<file path="src/rtl/bod_pkg.sv">
package bod_pkg;
    typedef enum logic {
        TRIP_ARMED = 1'b0,
        TRIP_HELD  = 1'b1
    } trip_state_e;

    localparam logic [1:0] ADDR_CTRL   = 2'd0;
    localparam logic [1:0] ADDR_STATUS = 2'd1;

    localparam int CTRL_IRQ_EN_BIT = 3;
    localparam int CTRL_RST_LSB    = 4;
    localparam int CTRL_RST_EN_BIT = 7;
    localparam int STAT_LIVE_BIT   = 0;
    localparam int STAT_SEEN_BIT   = 1;
    localparam int STAT_RSTQ_BIT   = 2;
endpackage

</file>
<file path="src/rtl/bod_sync.sv">
module bod_sync #(
    parameter int W = 8
) (
    input  logic         clk,
    input  logic         rst_ni,
    input  logic [W-1:0] async_i,
    output logic [W-1:0] sync_o
);
    logic [W-1:0] stage_q;

    always_ff @(posedge clk or negedge rst_ni) begin
        if (!rst_ni) begin
            stage_q <= '0;
            sync_o  <= '0;
        end else begin
            stage_q <= async_i;
            sync_o  <= stage_q;
        end
    end
endmodule

</file>
<file path="src/rtl/bod_filter.sv">
module bod_filter #(
    parameter int W        = 8,
    parameter int FILT_LEN = 4
) (
    input  logic         clk,
    input  logic         rst_ni,
    input  logic [W-1:0] sync_i,
    output logic [W-1:0] filt_o
);
    localparam int CW = $clog2(FILT_LEN + 1);
    localparam logic [CW-1:0] LAST = CW'(FILT_LEN - 1);

    for (genvar g = 0; g < W; g++) begin : g_lane
        logic [CW-1:0] run_q;

        always_ff @(posedge clk or negedge rst_ni) begin
            if (!rst_ni) begin
                run_q     <= '0;
                filt_o[g] <= 1'b0;
            end else if (sync_i[g] != filt_o[g]) begin
                if (run_q == LAST) begin
                    filt_o[g] <= sync_i[g];
                    run_q     <= '0;
                end else begin
                    run_q <= run_q + 1'b1;
                end
            end else begin
                run_q <= '0;
            end
        end


        steady_in_chk: assert property (@(posedge clk) disable iff (!rst_ni)
            (sync_i[g] == filt_o[g]) |=> $stable(filt_o[g]));


        flip_follows_in_chk: assert property (@(posedge clk) disable iff (!rst_ni)
            !$stable(filt_o[g]) |-> ($past(sync_i[g]) == filt_o[g]));
    end
endmodule

</file>
<file path="src/rtl/bod_trip_fsm.sv">
module bod_trip_fsm
    import bod_pkg::*;
#(
    parameter int NLVL = 4,
    localparam int SW  = $clog2(NLVL)
) (
    input  logic            clk,
    input  logic            rst_ni,
    input  logic            en_i,
    input  logic [SW-1:0]   sel_i,
    input  logic [NLVL-1:0] lvl_i,
    output logic            req_o
);
    trip_state_e state_q, state_d;
    logic [SW-1:0] hold_sel_q;

    always_ff @(posedge clk or negedge rst_ni) begin
        if (!rst_ni) begin
            state_q    <= TRIP_ARMED;
            hold_sel_q <= '0;
        end else begin
            state_q <= state_d;
            if (state_q == TRIP_ARMED) hold_sel_q <= sel_i;
        end
    end

    always_comb begin
        state_d = state_q;
        unique case (state_q)
            TRIP_ARMED: if (en_i && lvl_i[sel_i]) state_d = TRIP_HELD;
            TRIP_HELD:  if (!lvl_i[hold_sel_q])   state_d = TRIP_ARMED;
            default:    state_d = TRIP_ARMED;
        endcase
    end

    always_comb begin
        req_o = (state_q == TRIP_HELD);
    end


    arm_trip_chk: assert property (@(posedge clk) disable iff (!rst_ni)
        (!req_o && en_i && lvl_i[sel_i]) |=> req_o);


    sticky_hold_chk: assert property (@(posedge clk) disable iff (!rst_ni)
        (req_o && lvl_i[hold_sel_q]) |=> req_o);


    no_trip_when_off_chk: assert property (@(posedge clk) disable iff (!rst_ni)
        (!req_o && !en_i) |=> !req_o);
endmodule

</file>
<file path="src/rtl/bod_monitor.sv">
module bod_monitor
    import bod_pkg::*;
#(
    parameter int NLVL     = 4,
    parameter int FILT_LEN = 4
) (
    input  logic            clk,
    input  logic            rst_ni,
    input  logic [NLVL-1:0] irq_below_i,
    input  logic [NLVL-1:0] rst_below_i,
    input  logic [1:0]      reg_addr_i,
    input  logic            reg_we_i,
    input  logic [7:0]      reg_wdata_i,
    output logic [7:0]      reg_rdata_o,
    output logic            irq_o,
    output logic            rst_req_o
);
    localparam int SW = $clog2(NLVL);
    localparam int NIN = 2 * NLVL;

    logic [NIN-1:0]  sync_w, filt_w;
    logic [NLVL-1:0] irq_lvl, rst_lvl;

    logic [SW-1:0] irq_sel_q, rst_sel_q;
    logic          irq_en_q, rst_en_q;
    logic          seen_q;
    logic          irq_live;
    logic          ctrl_wr, stat_clr;

    bod_sync #(.W(NIN)) i_sync (
        .clk     (clk),
        .rst_ni  (rst_ni),
        .async_i ({rst_below_i, irq_below_i}),
        .sync_o  (sync_w)
    );

    bod_filter #(.W(NIN), .FILT_LEN(FILT_LEN)) i_filter (
        .clk    (clk),
        .rst_ni (rst_ni),
        .sync_i (sync_w),
        .filt_o (filt_w)
    );

    assign irq_lvl = filt_w[NLVL-1:0];
    assign rst_lvl = filt_w[NIN-1:NLVL];

    assign ctrl_wr  = reg_we_i && (reg_addr_i == ADDR_CTRL);
    assign stat_clr = reg_we_i && (reg_addr_i == ADDR_STATUS) && reg_wdata_i[STAT_SEEN_BIT];

    always_ff @(posedge clk or negedge rst_ni) begin
        if (!rst_ni) begin
            irq_sel_q <= '0;
            irq_en_q  <= 1'b0;
            rst_sel_q <= '0;
            rst_en_q  <= 1'b1;
        end else if (ctrl_wr) begin
            irq_sel_q <= reg_wdata_i[SW-1:0];
            irq_en_q  <= reg_wdata_i[CTRL_IRQ_EN_BIT];
            rst_sel_q <= reg_wdata_i[CTRL_RST_LSB +: SW];
            rst_en_q  <= reg_wdata_i[CTRL_RST_EN_BIT];
        end
    end

    assign irq_live = irq_lvl[irq_sel_q];
    assign irq_o    = irq_en_q && irq_live;

    always_ff @(posedge clk or negedge rst_ni) begin
        if (!rst_ni) seen_q <= 1'b0;
        else         seen_q <= (seen_q && !stat_clr) || irq_live;
    end

    bod_trip_fsm #(.NLVL(NLVL)) i_trip (
        .clk    (clk),
        .rst_ni (rst_ni),
        .en_i   (rst_en_q),
        .sel_i  (rst_sel_q),
        .lvl_i  (rst_lvl),
        .req_o  (rst_req_o)
    );

    always_comb begin
        reg_rdata_o = '0;
        unique case (reg_addr_i)
            ADDR_CTRL: begin
                reg_rdata_o[SW-1:0]                 = irq_sel_q;
                reg_rdata_o[CTRL_IRQ_EN_BIT]        = irq_en_q;
                reg_rdata_o[CTRL_RST_LSB +: SW]     = rst_sel_q;
                reg_rdata_o[CTRL_RST_EN_BIT]        = rst_en_q;
            end
            ADDR_STATUS: begin
                reg_rdata_o[STAT_LIVE_BIT] = irq_live;
                reg_rdata_o[STAT_SEEN_BIT] = seen_q;
                reg_rdata_o[STAT_RSTQ_BIT] = rst_req_o;
            end
            default: reg_rdata_o = '0;
        endcase
    end


    irq_gate_chk: assert property (@(posedge clk) disable iff (!rst_ni)
        irq_o |-> (irq_en_q && irq_lvl[irq_sel_q]));


    seen_set_chk: assert property (@(posedge clk) disable iff (!rst_ni)
        irq_live |=> seen_q);


    seen_hold_chk: assert property (@(posedge clk) disable iff (!rst_ni)
        (seen_q && !stat_clr) |=> seen_q);
endmodule

</file>
<file path="config.mk">
export PLATFORM = sky130hd
export DESIGN_NAME = bod_monitor
export DESIGN_NICKNAME = d
export VERILOG_FILES = /design/src/rtl/bod_pkg.sv /design/src/rtl/bod_sync.sv /design/src/rtl/bod_filter.sv /design/src/rtl/bod_trip_fsm.sv /design/src/rtl/bod_monitor.sv
export SDC_FILE = /design/constraint.sdc
export NUM_CORES = 1
export LEC_CHECK = 0
export BUFFER_PORTS_ARGS = -buffer_cell sky130_fd_sc_hd__buf_2
export CELL_PAD_IN_SITES_DETAIL_PLACEMENT = 1
export CELL_PAD_IN_SITES_GLOBAL_PLACEMENT = 1
export CORE_MARGIN = 3
export CORE_UTILIZATION = 50
export DETAILED_ROUTE_END_ITERATION = 16
export GPL_TIMING_DRIVEN = 0
export PLACE_DENSITY = 0.82
export SYNTH_ARGS = -nofsm -noshare
export SYNTH_HDL_FRONTEND = slang
export SYNTH_SLANG_ARGS = --single-unit
</file>
<file path="constraint.sdc">
create_clock -name clk -period 2.1 [get_ports clk]
set_input_delay 0.42 -clock clk [delete_from_list [all_inputs] [get_ports clk]]
set_output_delay 0.42 -clock clk [all_outputs]
set_load 0.03 [all_outputs]
</file>
== After elaboration in Yosys (flattened, before gate mapping) ==
Cells that the tools add are included.

* Input bits: 21
* Bits in registers: 58
* Output and inout bits: 10
* Logic and storage cells: 100

* Bitwise gates (word level): 1
* Equality and inequality tests: 17
* Mux-type cells: 29
* $lt $le $gt $ge: 3
* Reduce and logical (&&, ||, !) cells: 17
* Add/subtract/negate cells: 8

{| class="wikitable"
|+ Operators by type and width
! kind !! number
|-
| 2-to-1 mux 3 bit || 17
|-
| adder 3 x 1 -> 3 bit, second input constant || 8
|-
| == test 3 x 2 -> 1 bit, second input constant || 8
|-
| AND reduction 2 bit || 8
|-
| < comparator 2 x 3 -> 1 bit, second input constant || 3
|-
| != test 1 bit || 8
|-
| 2-to-1 mux 1 bit || 7
|-
| binary-select mux 1 bit (select 2 bit) || 3
|-
| logical AND 1 bit || 6
|-
| one-hot mux 2 bit (2 select lines) || 1
|-
| == test 2 x 1 -> 1 bit, second input constant || 1
|-
| zero test 2 bit || 1
|-
| one-hot mux 1 bit (2 select lines) || 1
|-
| zero test 1 bit || 1
|-
| logical OR 1 bit || 1
|-
| NOT 1 bit || 1
|}

== Logic depth before layout (Yosys ltp) ==
* Word-level depth: 6
* Mapped depth: 4
* Depth with buffers taken out: 3

== Cells and area by module ==
From an unflattened synthesis, not the netlist that was laid out.

* Cell total of the unflattened synthesis: 149
* Area, all modules: 2328.5 µm²

{| class="wikitable"
|+ Modules (own cells, without submodules)
! module !! area each (µm²) !! cells an instance !! seq. area each (µm²) !! times used
|-
| bod_filter || 1326.3 || 88 || 800.8 || 1
|-
| bod_monitor || 444.2 || 36 || 176.4 || 1
|-
| bod_sync || 400.4 || 16 || 400.4 || 1
|-
| bod_trip_fsm || 157.7 || 9 || 75.1 || 1
|}

== Least setup slack after synthesis ==
OpenSTA, ideal clock, no wires.

* Path type: register -> output
* Start: register irq_sel_q[0]
* End: output reg_rdata_o[0]
* Cell stages (with the launch flop): 4
* Buffers on the path: 0
* Required time: 1680 ps
* Arrival time: 1290 ps
* Path slack: 390 ps
* Path through: dfrtp_1 nand3b_1 a21o_1 a41oi_1

* Longest elaborated chain between the ends: 3

{| class="wikitable"
|+ RTL lines
! element !! line !! RTL
|-
| from (decl) || bod_monitor.sv:24 || <nowiki>logic [SW-1:0] irq_sel_q, rst_sel_q;</nowiki>
|-
| from (signal assigned) || bod_monitor.sv:57 || <nowiki>irq_sel_q <= reg_wdata_i[SW-1:0];</nowiki>
|-
| binary-select mux 1 bit (select 2 bit) || bod_monitor.sv:64 || <nowiki>assign irq_live = irq_lvl[irq_sel_q];</nowiki>
|-
| 2-to-1 mux 1 bit (not written as such) || bod_monitor.sv:64 ||
|-
| one-hot mux 2 bit (2 select lines) * || bod_monitor.sv:83 || <nowiki>unique case (reg_addr_i)</nowiki>
|-
| to (decl) || bod_monitor.sv:14 || <nowiki>output logic [7:0] reg_rdata_o,</nowiki>
|}

Every way passes the cells marked *; elsewhere a longest branch is shown, timed or not. The select of a mux whose other input is x is not followed.

== Final worst setup path ==
* Start: register i_filter.filt_o[3]
* End: output irq_o

* Longest elaborated chain between the ends: 3

{| class="wikitable"
|+ RTL lines
! element !! line !! RTL
|-
| from (decl) || bod_filter.sv:8 || <nowiki>output logic [W-1:0] filt_o</nowiki>
|-
| from (signal, indexed assignment) || bod_filter.sv:22 || <nowiki>filt_o[g] <= sync_i[g];</nowiki>
|-
| binary-select mux 1 bit (select 2 bit) || bod_monitor.sv:64 ||
|-
| 2-to-1 mux 1 bit (not written as such) || bod_monitor.sv:64 ||
|-
| logical AND 1 bit || bod_monitor.sv:65 || <nowiki>assign irq_o = irq_en_q && irq_live;</nowiki>
|-
| to (decl) || bod_monitor.sv:15 || <nowiki>output logic irq_o,</nowiki>
|}

No other way between the ends. The select of a mux whose other input is x is not followed.

==> impl_results.md <==
- Core area: 0.00420 mm²
- Clock power frac: 0.316
- FP Rows: 23
- Routed vias: 1302
- Syn nets: 179
- Synthesized area: 0.00228 mm²
- Final setup fails: 0
- Clk root buf: clkbuf_8
- Total wire length: 3.99 mm
- Antenna Nets Post-Route: 0
- Reg power frac: 0.452
- Crit end category: output port
- Post-DP HPWL: 2.78 mm
- DR iter-0 viols: 40
- Critical path required time: 1.68 ns
- Period Utilization, post-route: 0.973
- Hold slack: 0.0241 ns
- Placed cell areas: 0.00248 mm²
- Vias per Instance: 5.29
- Pwr dens: 1300 mW/mm²
- Post-layout minimum cycle time: 2.04 ns
- Max Fclk: 489 MHz
- Post-synthesis mux area share: 0.123
- Final hold violation count: 0
- Status: finished clean
- Max Buffers Root-to-Sink: 2
- Total negative slack: 0 ns
- Largest family of logic cells by synthesized area: simple AND/OR/NAND/NOR gates
- Io pins: 31
- CTS tree: built
- Ratio of cells with drive above 1 in the final layout: 0.352
- First-pass GRT wire length: 6.69 mm
- Largest net degree at the start of global routing: 59
- Hold crit path type: in2async
- Design Power: 3.56 mW
- Worst Setup Start Kind: register
- FF-to-FF Start: i_filter.filt_o[3]
- Vias in the first global route: 1390
- Worst Skew: 0.00383 ns
- Total track usage: 0.173
- CTS H-tree depth: 3
- Max Cap Viol: 0
- Post-CTS Hold Buffers: 0
- ANT cells: 0
- Leakage: 1.30 nW
- Post-synthesis adder-cell area fraction: 0.0439
- Yosys warning total: 0
- Nets: 221
- Post-Layout Inst Area: 0.00274 mm²
- Compound-Gate Fraction of Synth Area: 0.0126
- Filler cell count: 407
- Post-synthesis simple-gate area fraction: 0.142
- Worst ir drop on vdd: 0.646 mV
- Yosys reg bits: 58
- Seq/Total Area, Yosys: 0.638
- GPL Wtd Cong: 0.740
- Die area: 0.00540 mm²
- Routed length per placed instance: 16.2 µm
- Slew Limit Fails: 0
- Initial antenna violation count: 0
- Switch Pwr: 0.983 mW
- Gate count after technology mapping: 150
- CTS Buf Count: 9
- TritonRoute pass-1 iters: 4
- Initial Util: 0.542
- Clk sink count: 58
- Total global routing overflow: 0
- Yosys cell types: 27
- Terminus of the critical flop-to-flop path: seen_q
- CP Class: reg2out
- Worst-Skew Late Latency: 0.33 ns
- Post-Synth XOR/XNOR Area: 0.0308
- P_int: 2.58 mW
- Mapped Avg Cell Area: 15.2 µm²
- Die Ht: 73.5 µm
- PortBufs: 27
- Flop-to-flop setup slack: 0.74 ns
- Area grow syn2layout: 20.3%
- Clock Pin Slew Worst Setup and Hold Paths: 0.06 ns
- R2R cell count: 3
- Switching share of power: 0.276
- Comb power frac: 0.232
- Drt drc: 0
- Crit-path max FO: 4
- Critical path arrival: 1.62 ns
- Die width: 73.5 µm
## state kept, by name (all words and copies together), names as in the netlist
signal                 count
i_filter.g_lane.run_q     24
i_filter.filt_o            8
i_sync.stage_q             8
i_sync.sync_o              8
i_trip.hold_sel_q          2
irq_sel_q                  2
rst_sel_q                  2
i_trip.req_o               1
irq_en_q                   1
rst_en_q                   1
seen_q                     1
## critical path: stages (launching register included)
cell     delay, ns
dfrtp_1       0.43
mux4_2        0.51
and2_1        0.18
buf_4         0.16
## cell usage in the layout (no fill, tap or decap), drive strengths merged, types with 5 or more instances in the layout
master,n
nor2b,8
nor3,5
ha,8
mux2,16
nor3b,13
dfrtp,57
buf,33
clkbuf,13
xnor2,8
and2,6
## worst max-delay path by stage
stage | from | slack (ns) | endpoint
global route | irq_sel_q[0] | -0.02 | irq_o
CTS | i_filter.filt_o[3] | 0.03 | irq_o
floorplan | irq_sel_q[0] | 0.39 | reg_rdata_o[0]
detailed placement | irq_sel_q[0] | 0.29 | irq_o
finish | i_filter.filt_o[3] | 0.06 | irq_o
global placement | irq_sel_q[0] | 0.33 | irq_o
## routing by layer
layer | track usage | vias to the layer above | wire (µm)
met5 | 0 | - | 0
met4 | 0.0543 | 0 | 54
met3 | 0.0876 | 6 | 252
met2 | 0.261 | 38 | 1840
met1 | 0.217 | 652 | 1840
li1 | - | 606 | -
## power by group through the flow
stage          Clock (mW)  Sequential, mW  Combinational (mW)
2_1_floorplan           0            1.57               0.603
3_3_place_gp            0            1.60               0.723
3_5_place_dp            0            1.63               0.796
4_1_cts              1.16            1.62               0.810
5_1_grt              1.21            1.65               0.927
6_report             1.13            1.61               0.825
## cell families (layout without fill, tap and decap cells)
kind of cell | after synthesis | in the layout
buffers and inverters | 2 | 48
XOR/XNOR | 8 | 8
flip-flops | 58 | 58
other | 1 | 1
AO/OA/AOI/OAI | 4 | 4
adder cells (fa/ha/maj) | 8 | 8
AND/OR/NAND/NOR | 49 | 49
multiplexers | 20 | 20
## cell usage after synthesis (all sizes together)
cell type | count | share of area
xnor2 | 8 | 0.031
nand2b | 4 | 0.011
mux4 | 3 | 0.030
nor2 | 2 | 0.0044
nor2b | 8 | 0.022
mux2 | 16 | 0.089
nor3 | 5 | 0.011
conb | 1 | 0.0016
dfrtp | 57 | 0.63
and3b | 4 | 0.015
and2 | 6 | 0.018
buf | 2 | 0.0082
nor3b | 13 | 0.043
nand4b | 2 | 0.0077
dfstp | 1 | 0.012
nand3 | 1 | 0.0022
nand3b | 1 | 0.0033
nand2 | 3 | 0.0049
o21ai | 1 | 0.0022
ha | 8 | 0.044
a21o | 2 | 0.0066
mux2i | 1 | 0.0044
a41oi | 1 | 0.0038
## layout make-up
class | instances | area [µm²] | area share
buffer | 2 | 18.8 | 0.00685
clock buffer | 13 | 159 | 0.0580
clock inverter | 2 | 60.1 | 0.0219
multi-input combinational | 90 | 807 | 0.294
sequential | 58 | 1450 | 0.530
tap | 50 | 62.6 | 0.0228
timing repair buffer | 31 | 180 | 0.0657
## per-stage QoR
stage	std cells	util	setup WS [ns]
global placement	227	0.589	0.326
detailed placement	227	0.589	0.287
global route	246	0.652	-0.0204
CTS	244	0.645	0.0323
floorplan	150	-	0.390
finish	246	0.652	0.0569
## repair_timing
action,4_1_cts,5_1_grt
buffers inserted,2,1
setup endpoints to repair,1,1
resized for setup,1,2
pin swaps,0,0
Note: power is estimated with default switching activity, not from simulation.
